==> src/rtl/dchain_pkg.sv <==
// Shared definitions for the daisy-chain command engine: command codes,
// control states and the small decode functions used by the top level.
package dchain_pkg;

    localparam logic [7:0] CMD_BIST_START = 8'h01;
    localparam logic [7:0] CMD_BIST_FIX   = 8'h03;
    localparam logic [7:0] CMD_RESET      = 8'h04;
    localparam logic [7:0] CMD_JOB        = 8'h07;
    localparam logic [7:0] CMD_RESULT     = 8'h08;
    localparam logic [7:0] CMD_REG_WR     = 8'h09;
    localparam logic [7:0] CMD_REG_RD     = 8'h0A;
    localparam logic [7:0] CMD_REG_RD_ANS = 8'h1A;

    typedef enum logic [2:0] {
        ST_IDLE,
        ST_SEND,
        ST_PAD,
        ST_POLL,
        ST_RESP
    } eng_state_t;

    // Reply code that acknowledges a given command.
    function automatic logic [7:0] ack_code_of(input logic [7:0] cmd);
        return (cmd == CMD_REG_RD) ? CMD_REG_RD_ANS : cmd;
    endfunction

    // Frames that are pushed through the chain without an acknowledge hunt.
    function automatic logic is_posted(input logic [7:0] cmd, input logic [7:0] addr);
        return (cmd[3:0] == CMD_JOB[3:0]) || (cmd == CMD_REG_WR && addr != 8'h00);
    endfunction

endpackage

==> src/rtl/dchain_frame.sv <==
// Frame byte selector. Given a byte index it returns the byte to send:
// command, address, payload, then zero fill. It also returns the frame
// length rounded up to an even byte count. Purely combinational; assumes
// pay_len <= MAX_PAY.
module dchain_frame #(
    parameter int MAX_PAY = 56,
    parameter int CW      = 16,
    localparam int LW     = $clog2(MAX_PAY + 1)
) (
    input  logic [7:0]           cmd,
    input  logic [7:0]           addr,
    input  logic [MAX_PAY*8-1:0] payload,
    input  logic [LW-1:0]        pay_len,
    input  logic [CW-1:0]        idx,
    output logic [7:0]           fbyte,
    output logic [CW-1:0]        frame_len
);

    // Even frame length: two header bytes plus payload, rounded up.
    assign frame_len = ((CW'(pay_len) + CW'(3)) >> 1) << 1;

    // Byte mux over the header and the payload positions.
    always_comb begin
        fbyte = 8'h00;
        if (idx == CW'(0)) begin
            fbyte = cmd;
        end else if (idx == CW'(1)) begin
            fbyte = addr;
        end else begin
            for (int i = 0; i < MAX_PAY; i++) begin
                if (idx == CW'(i + 2) && CW'(i) < CW'(pay_len)) begin
                    fbyte = payload[i*8 +: 8];
                end
            end
        end
    end

endmodule

==> src/rtl/dchain_word.sv <==
// Acknowledge word matcher. Pairs received bytes into 16-bit words,
// counting from the first strobe after clear is released, and flags the
// word whose high byte equals exp_code and low byte equals exp_id.
module dchain_word (
    input  logic       clk,
    input  logic       rst_n,
    input  logic       clear,
    input  logic       strobe,
    input  logic [7:0] rx,
    input  logic [7:0] exp_code,
    input  logic [7:0] exp_id,
    output logic       word_done,
    output logic       word_match
);

    logic       second;
    logic [7:0] first_byte;

    // Track the byte position within a word and hold the first byte.
    always_ff @(posedge clk) begin
        if (!rst_n || clear) begin
            second     <= 1'b0;
            first_byte <= 8'h00;
        end else if (strobe) begin
            second <= ~second;
            if (!second) begin
                first_byte <= rx;
            end
        end
    end

    assign word_done  = strobe && second;
    assign word_match = word_done && (first_byte == exp_code) && (rx == exp_id);

endmodule

==> src/rtl/dchain_limit.sv <==
// Acknowledge hunt limit in words: 2*N+1, plus 2*MAX_CHAIN more when the
// chain length is still unknown (N = 0). Combinational.
module dchain_limit #(
    parameter int MAX_CHAIN = 255,
    parameter int CW        = 16,
    localparam int NW       = $clog2(MAX_CHAIN + 1)
) (
    input  logic [NW-1:0] chain_len,
    output logic [CW-1:0] limit
);

    // Base limit plus the enumeration allowance.
    assign limit = (CW'(chain_len) << 1) + CW'(1)
                 + ((chain_len == '0) ? CW'(2 * MAX_CHAIN) : CW'(0));

endmodule

==> src/rtl/dchain_cmd_engine.sv <==
// Daisy-chain command engine. It accepts one request while idle, sends the
// frame through the byte port, then either pads with 4*N zero bytes
// (posted frames) or hunts for the acknowledge word and captures the
// response bytes. Assumes req_pay_len <= MAX_PAY, req_rsp_len <= MAX_RSP
// and chain_len <= MAX_CHAIN. Request inputs are sampled on the start cycle.
module dchain_cmd_engine
    import dchain_pkg::*;
#(
    parameter int MAX_PAY   = 56,
    parameter int MAX_RSP   = 8,
    parameter int MAX_CHAIN = 255,
    localparam int LW       = $clog2(MAX_PAY + 1),
    localparam int RW       = $clog2(MAX_RSP + 1),
    localparam int NW       = $clog2(MAX_CHAIN + 1),
    localparam int CW       = 16
) (
    input  logic                 clk,
    input  logic                 rst_n,
    input  logic                 req_start,
    input  logic [7:0]           req_cmd,
    input  logic [7:0]           req_addr,
    input  logic [MAX_PAY*8-1:0] req_payload,
    input  logic [LW-1:0]        req_pay_len,
    input  logic [RW-1:0]        req_rsp_len,
    input  logic [NW-1:0]        chain_len,
    output logic                 bx_valid,
    output logic [7:0]           bx_tx,
    input  logic                 bx_ready,
    input  logic [7:0]           bx_rx,
    output logic                 done,
    output logic                 ack_ok,
    output logic                 timeout,
    output logic [MAX_RSP*8-1:0] rsp_data
);

    eng_state_t           st;
    logic [7:0]           cmd_q, addr_q, code_q;
    logic [MAX_PAY*8-1:0] pay_q;
    logic [LW-1:0]        plen_q;
    logic [RW-1:0]        rlen_q;
    logic [NW-1:0]        nlen_q;
    logic                 posted_q;
    logic [CW-1:0]        idx, words;
    logic [CW-1:0]        frame_len, pad_len, limit;
    logic [7:0]           fbyte;
    logic                 xfer, w_done, w_match;
    logic                 done_q, ack_q, to_q;
    logic [MAX_RSP*8-1:0] rsp_q;

    dchain_frame #(.MAX_PAY(MAX_PAY), .CW(CW)) frame_i (
        .cmd(cmd_q), .addr(addr_q), .payload(pay_q), .pay_len(plen_q),
        .idx(idx), .fbyte(fbyte), .frame_len(frame_len)
    );

    dchain_word word_i (
        .clk(clk), .rst_n(rst_n), .clear(st != ST_POLL),
        .strobe(xfer && st == ST_POLL), .rx(bx_rx),
        .exp_code(code_q), .exp_id(addr_q),
        .word_done(w_done), .word_match(w_match)
    );

    dchain_limit #(.MAX_CHAIN(MAX_CHAIN), .CW(CW)) limit_i (
        .chain_len(nlen_q), .limit(limit)
    );

    assign pad_len  = CW'(nlen_q) << 2;
    assign bx_valid = (st != ST_IDLE);
    assign bx_tx    = (st == ST_SEND) ? fbyte : 8'h00;
    assign xfer     = bx_valid && bx_ready;

    // Request sequencing, counters and result capture.
    always_ff @(posedge clk) begin
        if (!rst_n) begin
            st       <= ST_IDLE;
            cmd_q    <= 8'h00;
            addr_q   <= 8'h00;
            code_q   <= 8'h00;
            pay_q    <= '0;
            plen_q   <= '0;
            rlen_q   <= '0;
            nlen_q   <= '0;
            posted_q <= 1'b0;
            idx      <= '0;
            words    <= '0;
            done_q   <= 1'b0;
            ack_q    <= 1'b0;
            to_q     <= 1'b0;
            rsp_q    <= '0;
        end else begin
            done_q <= 1'b0;
            case (st)
                ST_IDLE: begin
                    if (req_start) begin
                        cmd_q    <= req_cmd;
                        addr_q   <= req_addr;
                        code_q   <= ack_code_of(req_cmd);
                        posted_q <= is_posted(req_cmd, req_addr);
                        pay_q    <= req_payload;
                        plen_q   <= req_pay_len;
                        rlen_q   <= req_rsp_len;
                        nlen_q   <= chain_len;
                        idx      <= '0;
                        words    <= '0;
                        ack_q    <= 1'b0;
                        to_q     <= 1'b0;
                        rsp_q    <= '0;
                        st       <= ST_SEND;
                    end
                end
                ST_SEND: begin
                    if (xfer) begin
                        if (idx + CW'(1) == frame_len) begin
                            idx <= '0;
                            if (!posted_q) begin
                                st <= ST_POLL;
                            end else if (pad_len == '0) begin
                                st     <= ST_IDLE;
                                done_q <= 1'b1;
                                ack_q  <= 1'b1;
                            end else begin
                                st <= ST_PAD;
                            end
                        end else begin
                            idx <= idx + CW'(1);
                        end
                    end
                end
                ST_PAD: begin
                    if (xfer) begin
                        if (idx + CW'(1) == pad_len) begin
                            st     <= ST_IDLE;
                            done_q <= 1'b1;
                            ack_q  <= 1'b1;
                        end else begin
                            idx <= idx + CW'(1);
                        end
                    end
                end
                ST_POLL: begin
                    if (w_match) begin
                        idx <= '0;
                        if (rlen_q == '0) begin
                            st     <= ST_IDLE;
                            done_q <= 1'b1;
                            ack_q  <= 1'b1;
                        end else begin
                            st <= ST_RESP;
                        end
                    end else if (w_done) begin
                        if (words + CW'(1) == limit) begin
                            st     <= ST_IDLE;
                            done_q <= 1'b1;
                            to_q   <= 1'b1;
                        end else begin
                            words <= words + CW'(1);
                        end
                    end
                end
                ST_RESP: begin
                    if (xfer) begin
                        for (int i = 0; i < MAX_RSP; i++) begin
                            if (idx == CW'(i)) begin
                                rsp_q[i*8 +: 8] <= bx_rx;
                            end
                        end
                        if (idx + CW'(1) == CW'(rlen_q)) begin
                            st     <= ST_IDLE;
                            done_q <= 1'b1;
                            ack_q  <= 1'b1;
                        end else begin
                            idx <= idx + CW'(1);
                        end
                    end
                end
                default: st <= ST_IDLE;
            endcase
        end
    end

    assign done     = done_q;
    assign ack_ok   = ack_q;
    assign timeout  = to_q;
    assign rsp_data = rsp_q;

endmodule

==> config.mk <==
export PLATFORM = sky130hd
export DESIGN_NAME = dchain_cmd_engine
export DESIGN_NICKNAME = d
export VERILOG_FILES = /design/src/rtl/dchain_pkg.sv /design/src/rtl/dchain_frame.sv /design/src/rtl/dchain_word.sv /design/src/rtl/dchain_limit.sv /design/src/rtl/dchain_cmd_engine.sv
export SDC_FILE = /design/constraint.sdc
export NUM_CORES = 2
export LEC_CHECK = 0
export BUFFER_PORTS_ARGS = -buffer_cell sky130_fd_sc_hd__buf_2
export CAP_MARGIN = 20
export CORE_MARGIN = 5
export CORE_UTILIZATION = 30
export DETAILED_ROUTE_END_ITERATION = 8
export GPL_TIMING_DRIVEN = 0
export PLACE_DENSITY_LB_ADDON = 0.15
export REMOVE_ABC_BUFFERS = 1
export SLEW_MARGIN = 30
export SYNTH_ARGS = -nofsm -noshare
export SYNTH_HDL_FRONTEND = slang
export SYNTH_SLANG_ARGS = --single-unit
==> constraint.sdc <==
create_clock -name clk -period 4.7 [get_ports clk]
set_clock_uncertainty 0.1 [all_clocks]
set_input_delay 0.705 -clock clk [delete_from_list [all_inputs] [get_ports clk]]
set_output_delay 0.705 -clock clk [all_outputs]
set_load 0.1 [all_outputs]
## Yosys cells after proc, flatten, opt, wreduce, memory -nomap -nowiden

Cells that the tools add are included.

- Register bits after elaboration: 602
- Output and inout bits: 76
- Logic and storage cells: 402

- Magnitude comparators: 56
- Multiplexer cells: 128
- Bitwise logic cells: 1
- Reduce and logical (&&, ||, !) cells: 90
- Eq/ne operators: 98
- Add/sub/neg operators: 5

Operator list:

| cell | number |
|---|---|
| two-way mux 8 bit | 68 |
| == test 16 x 6 -> 1 bit, second input constant | 26 |
| == test 16 x 5 -> 1 bit, second input constant | 16 |
| two-way mux 16 bit | 11 |
| less-than comparator 6 bit, first input constant | 24 |
| == test 16 x 4 -> 1 bit, second input constant | 8 |
| two-way mux 64 bit | 2 |
| one-hot mux 64 bit (2 select lines) | 1 |
| less-than comparator 5 x 6 -> 1 bit, first input constant | 16 |
| one-hot mux 16 bit (5 select lines) | 1 |
| == test 16 x 3 -> 1 bit, second input constant | 4 |
| logical AND 1 bit | 62 |
| less-than comparator 4 x 6 -> 1 bit, first input constant | 8 |
| inequality test 2 bit, second input constant | 20 |
| two-way mux 3 bit | 11 |
| adder 16 x 1 -> 16 bit, second input constant | 2 |
| == test 16 bit | 2 |
| == test 16 x 2 -> 1 bit, second input constant | 2 |
| zero test 16 bit | 2 |
| one-hot mux 16 bit (2 select lines) | 1 |
| AND reduction 4 bit | 8 |
| two-way mux 1 bit | 26 |
| less-than comparator 3 x 6 -> 1 bit, first input constant | 4 |
| == test 16 x 1 -> 1 bit, second input constant | 1 |
| 36 further kinds | 52 |

## Depth between registers and ports, before layout

- Word-level depth: 61
- Depth in mapped cells: 16

## Cells and area by module

Synthesis repeated with hierarchy kept, for this count alone.

- Cells, all modules: 3919
- Area, all modules: 30665.7 um^2

Modules (own cells, without submodules):

| module | cells each | area each (um^2) | sequential area each (um^2) | instances |
|---|---|---|---|---|
| dchain_cmd_engine | 2894 | 24304.6 | 11871.4 | 1 |
| dchain_frame | 905 | 5424.0 | 0.0 | 1 |
| dchain_word | 64 | 506.7 | 180.2 | 1 |
| dchain_limit | 56 | 430.4 | 0.0 | 1 |

## Least setup slack after synthesis

OpenSTA, ideal clock, no wires.

- Path kind: flip-flop to output port
- From: reg idx[0]
- To: out bx_tx[2]
- Cell stages (with the launch flop): 15
- Required time: 3895 ps
- Buffers on the path: 2
- Slack: -1068 ps
- Arrival: 4963 ps
- Path through: dfxtp_1 ha_1 clkbuf_1 and3b_1 o21ai_1 or2_2 clkbuf_1 mux2i_1 a31oi_1 mux2i_1 a31oi_1 o221ai_1 a211oi_1 nor3_1 o32ai_1

- Word-level cells in the longest chain between the ends: 61

RTL lines:

| item | RTL line | RTL |
|---|---|---|
| start: declaration | dchain_cmd_engine.sv:43 | `logic [CW-1:0] idx, words;` |
| start signal: assignment | dchain_cmd_engine.sv:124 | `idx <= idx + CW'(1);` |
| start signal: assignment | dchain_cmd_engine.sv:135 | `idx <= idx + CW'(1);` |
| start signal: assignment | dchain_cmd_engine.sv:171 | `idx <= idx + CW'(1);` |
| == test 16 x 2 -> 1 bit | dchain_frame.sv:31 | `if (idx == CW'(i + 2) && CW'(i) < CW'(pay_len)) begin` |
| logical AND 1 bit | dchain_frame.sv:31 |  |
| two-way mux 8 bit (56 in series) | dchain_frame.sv:31 |  |
| two-way mux 8 bit | dchain_frame.sv:27 | `end else if (idx == CW'(1)) begin` |
| two-way mux 8 bit * | dchain_frame.sv:25 | `if (idx == CW'(0)) begin` |
| two-way mux 8 bit * | dchain_cmd_engine.sv:68 | `assign bx_tx = (st == ST_SEND) ? fbyte : 8'h00;` |
| end: declaration | dchain_cmd_engine.sv:27 | `output logic [7:0] bx_tx,` |

Mark *: on every way between the ends. The rest lies on a longest branch, timed or not.

## Worst setup path after layout

- From: reg idx[0]
- To: out bx_tx[1]

The elaborated chain is that of the path after synthesis.

==> summary.md <==
| Metric | Value |
|---|---|
| Status | `complete, but fails checks` |
| Failing checks | `setup timing` |
| Die Wd | `327 µm` |
| Mux share of post-synthesis cell area | `2.81%` |
| Commonest non-fill, non-tap cell in the layout | `nand2_1` |
| Post-Synth Adder-Cell Area | `0.733%` |
| Max-slew headroom | `32.8%` |
| Initial detailed-routing violation count | `2,303` |
| Fill cells | `10,500` |
| Cell family with the largest share of critical-path delay | `compound AO/OA/AOI/OAI gates` |
| Global-route wire length before repair | `195,000 µm` |
| Syn Area/Cell | `7.76 µm²` |
| Internal Power | `0.0110 W` |
| Worst hold path class | `primary input to register` |
| Sequential Power Share | `37.7%` |
| Total of max-cap violations | `0` |
| CTS Sinks | `602` |
| Crit-path max FO | `6` |
| Yosys warns | `0` |
| Vias in the first global route | `29,500` |
| Largest net degree at the start of global routing | `122` |
| Combinational family with the most area after synthesis | `simple AND/OR/NAND/NOR gates` |
| Hold Path Stages | `3` |
| Area share of and/or/nand/nor cells after synthesis | `25.8%` |
| Post-Syn Area | `0.0301 mm²` |
| PwrDens | `420 mW/mm²` |
| Detail Placement HPWL | `98,900 µm` |
| Met3 track demand over resource | `3.62%` |
| GP Congestion | `0.851` |
| Critical-path top delay cell | `o211ai_1` |
| Clk buf depth | `3` |
| Fraction of power consumed by combinational cells | `24.1%` |
| Clk root buf | `clkbuf_16` |
| Clk pwr share | `38.2%` |
| Crit end category | `output pin` |
| Area Growth Syn to Fin | `31.1%` |
| Initial cell density of the core | `30.1%` |
| Slew Viols, Final | `0` |
| Nets | `4,916` |
| Via density | `5.24` |
| Max stage delay on crit path | `0.52 ns` |
| Clk Latency, worst-skew pair | `0.65 ns` |
| Core area | `0.0997 mm²` |
| Lkg Pwr | `15.7 nW` |
| Share of cells above drive strength 1 | `24.9%` |
| Fmax | `0.183 GHz` |
| DR vias | `30,200` |
| Sw frac | `33.2%` |
| Die area | `0.107 mm²` |
| Inserted Clock Buffers | `76` |
| Met2 Use GR | `39.6%` |
| Total wire length | `134,000 µm` |
| Top-area cell type share of the netlist area | `40.1%` |
| Xor and xnor area share after synthesis | `2.06%` |
| Crit start category | `register` |
| Initial antenna violation count | `15` |
| Buf/Inv on CP | `5` |
| CTS tree | `built` |
| Crit path depth | `15` |
| GRT overflow | `0` |
| Most frequent cells in the layout | `nand2_1 (1,162), dfxtp_1 (583), buf_2 (566)` |
| Largest cells by area after synthesis | `dfxtp_1 (40%), nand2_1 (15%), a21boi_0 (12%), clkbuf_1 (2.8%), mux2i_1 (2.7%)` |
| Post-synth EDFFs | `0` |
| Met1 Usage GRT | `32.4%` |
| Reg clk slew, reported paths | `0.06 ns` |
| Async S/R FF share, synth | `0%` |
| Setup violators final | `8` |
| Top_reg_cell synth | `dfxtp_1` |
| Die Y | `327 µm` |
| Netlist cell types | `98` |
| IO Port Bufs | `569` |
| Net Sw Power | `0.00550 W` |
| TritonRoute pass-1 iters | `7` |
| Largest area contributor in the netlist | `dfxtp_1` |
| Final ANT Viol Nets | `0` |
| R2R depth | `16` |
| CP arrival | `4.65 ns` |
| Final worst slack | `-0.752 ns` |
| Cell breakdown of the critical path | `inv_1 -> ha_2 -> nand3b_1 -> buf_6 -> a211oi_4 -> buf_4 -> buf_4 -> a222oi_1 -> nor3_2 -> o211ai_1 -> a311oi_4 -> o41a_1 -> o211ai_1 -> a21oi_2 -> buf_12` |
| VDD IR max | `0.000251 V` |
| H-tree depth | `3` |
| # IOs | `570` |
| Required @ worst endpoint | `3.89 ns` |
| Syn Inst Count | `3,874` |
| Yosys reg bits | `602` |
| Layout Utilization | `39.5%` |
| Fin crit share | `116%` |
| GRT Max-Usage Layer | `met2` |
| Setup_tns | `-4.74 ns` |
| DR DRC count | `0` |
| Worst-margin pin slew | `1.00 ns` |
| Crit Path Category | `register to output pin` |
| Post-layout min period | `5.45 ns` |
| Synth Area in Compound Gates | `24.6%` |
| Total track usage | `23.9%` |
| RSZ-0062 raised after global routing | `true` |
| Sequential cell area fraction in the yosys report | `40.1%` |
| Row cnt | `116` |
| Routed WL per cell | `23.2 µm` |
| Hold-fix buffers, CTS | `0` |
| Final Hold Vio Count | `0` |
-- logic make-up (layout without fill, tap and decap cells) --
family,Yosys count,count (layout)
simple gates,1773,1775
xor+xnor,69,69
fa+ha+maj,17,17
flops,602,602
buf+inv,293,878
other cells,0,5
compound gates,1036,1036
mux,84,84
-- final timing paths --
kind	start	slack (ns)	end
max	idx[0]	-0.75	bx_tx[1]
min reg2reg	pay_q[305]	0.36	pay_q[305]
max reg2reg	nlen_q[4]	0.21	st[2]
min	req_payload[115]	0.20	pay_q[115]
-- registers in the layout, summed over array words and instances, names as in the netlist, 4 cells and up --
name and count:
addr_q 8, cmd_q 8, code_q 8, idx 16, nlen_q 8, pay_q 448, plen_q 6, rlen_q 4
rsp_data 64, word_i.first_byte 8, words 16
-- per-layer routing --
metal,vias up,wire (µm)
met5,-,20
met4,2,4040
met3,213,7030
met2,940,62800
met1,14500,59700
li1,14500,-
-- stage by stage --
step	cells	worst slack (ns)	power, W	hold WS, ns	area [µm²]
floorplan	3606	-6.34	0.00883	0.338	29000
global placement	5473	-16.19	0.00915	0.352	33500
detailed placement	5512	-2.18	0.0101	0.353	34300
CTS	5740	-0.799	0.0166	0.165	39000
global route	5760	-0.850	0.0174	0.183	39400
finish	5764	-0.752	0.0165	0.201	39400
-- synth_stat cells, types with 17 or more instances --
| cell | count |
|---|---|
| a31oi_1 | 35 |
| a21o_1 | 21 |
| xnor2_1 | 42 |
| nand3_1 | 94 |
| clkbuf_1 | 226 |
| nor3_1 | 50 |
| o211ai_1 | 27 |
| or3_1 | 34 |
| nand2b_1 | 17 |
| and3_1 | 33 |
| mux2i_1 | 80 |
| nor2b_1 | 72 |
| buf_2 | 24 |
| a221oi_1 | 23 |
| nor4_1 | 22 |
| nand2_1 | 1180 |
| inv_1 | 22 |
| xor2_1 | 26 |
| o22ai_1 | 20 |
| a211oi_1 | 27 |
| o21ai_0 | 116 |
| nand4_1 | 18 |
| nor2_1 | 165 |
| dfxtp_1 | 602 |
| a21boi_0 | 500 |
| and2_1 | 20 |
| a21oi_1 | 120 |
-- area by class of cell --
class,count,area [µm²],area share (%)
diodes,5,12.5,0.0318
clock buffers,107,2210,5.61
clock inverters,27,454,1.15
inverters,25,98.8,0.251
multi-input cells,2981,18300,46.5
flip-flops and latches,602,12100,30.7
well taps,1298,1620,4.12
repair buffers,719,4560,11.6
-- power by group through the flow --
stage	Sequential, W	Combinational, W	Clock [W]
final	0.00623	0.00399	0.00631
after global routing	0.00631	0.00437	0.00667
after CTS	0.00622	0.00395	0.00646
after detailed placement	0.00633	0.00376	0
after global placement	0.00594	0.00320	0
after floorplan	0.00615	0.00268	0
-- worst min-delay path: stages --
cell and delay, ns:
buf_2 0.09, nand2_1 0.04, a21boi_0 0.06
-- what timing repair did --
item	CTS	global route
setup endpoints to repair	45	16
buffers inserted	92	18
pin swaps	81	34
endpoints found under the hold margin	0	0
gates cloned	2	0
gates resized for setup	303	44
No activity file was read; power rests on OpenSTA's default activity.
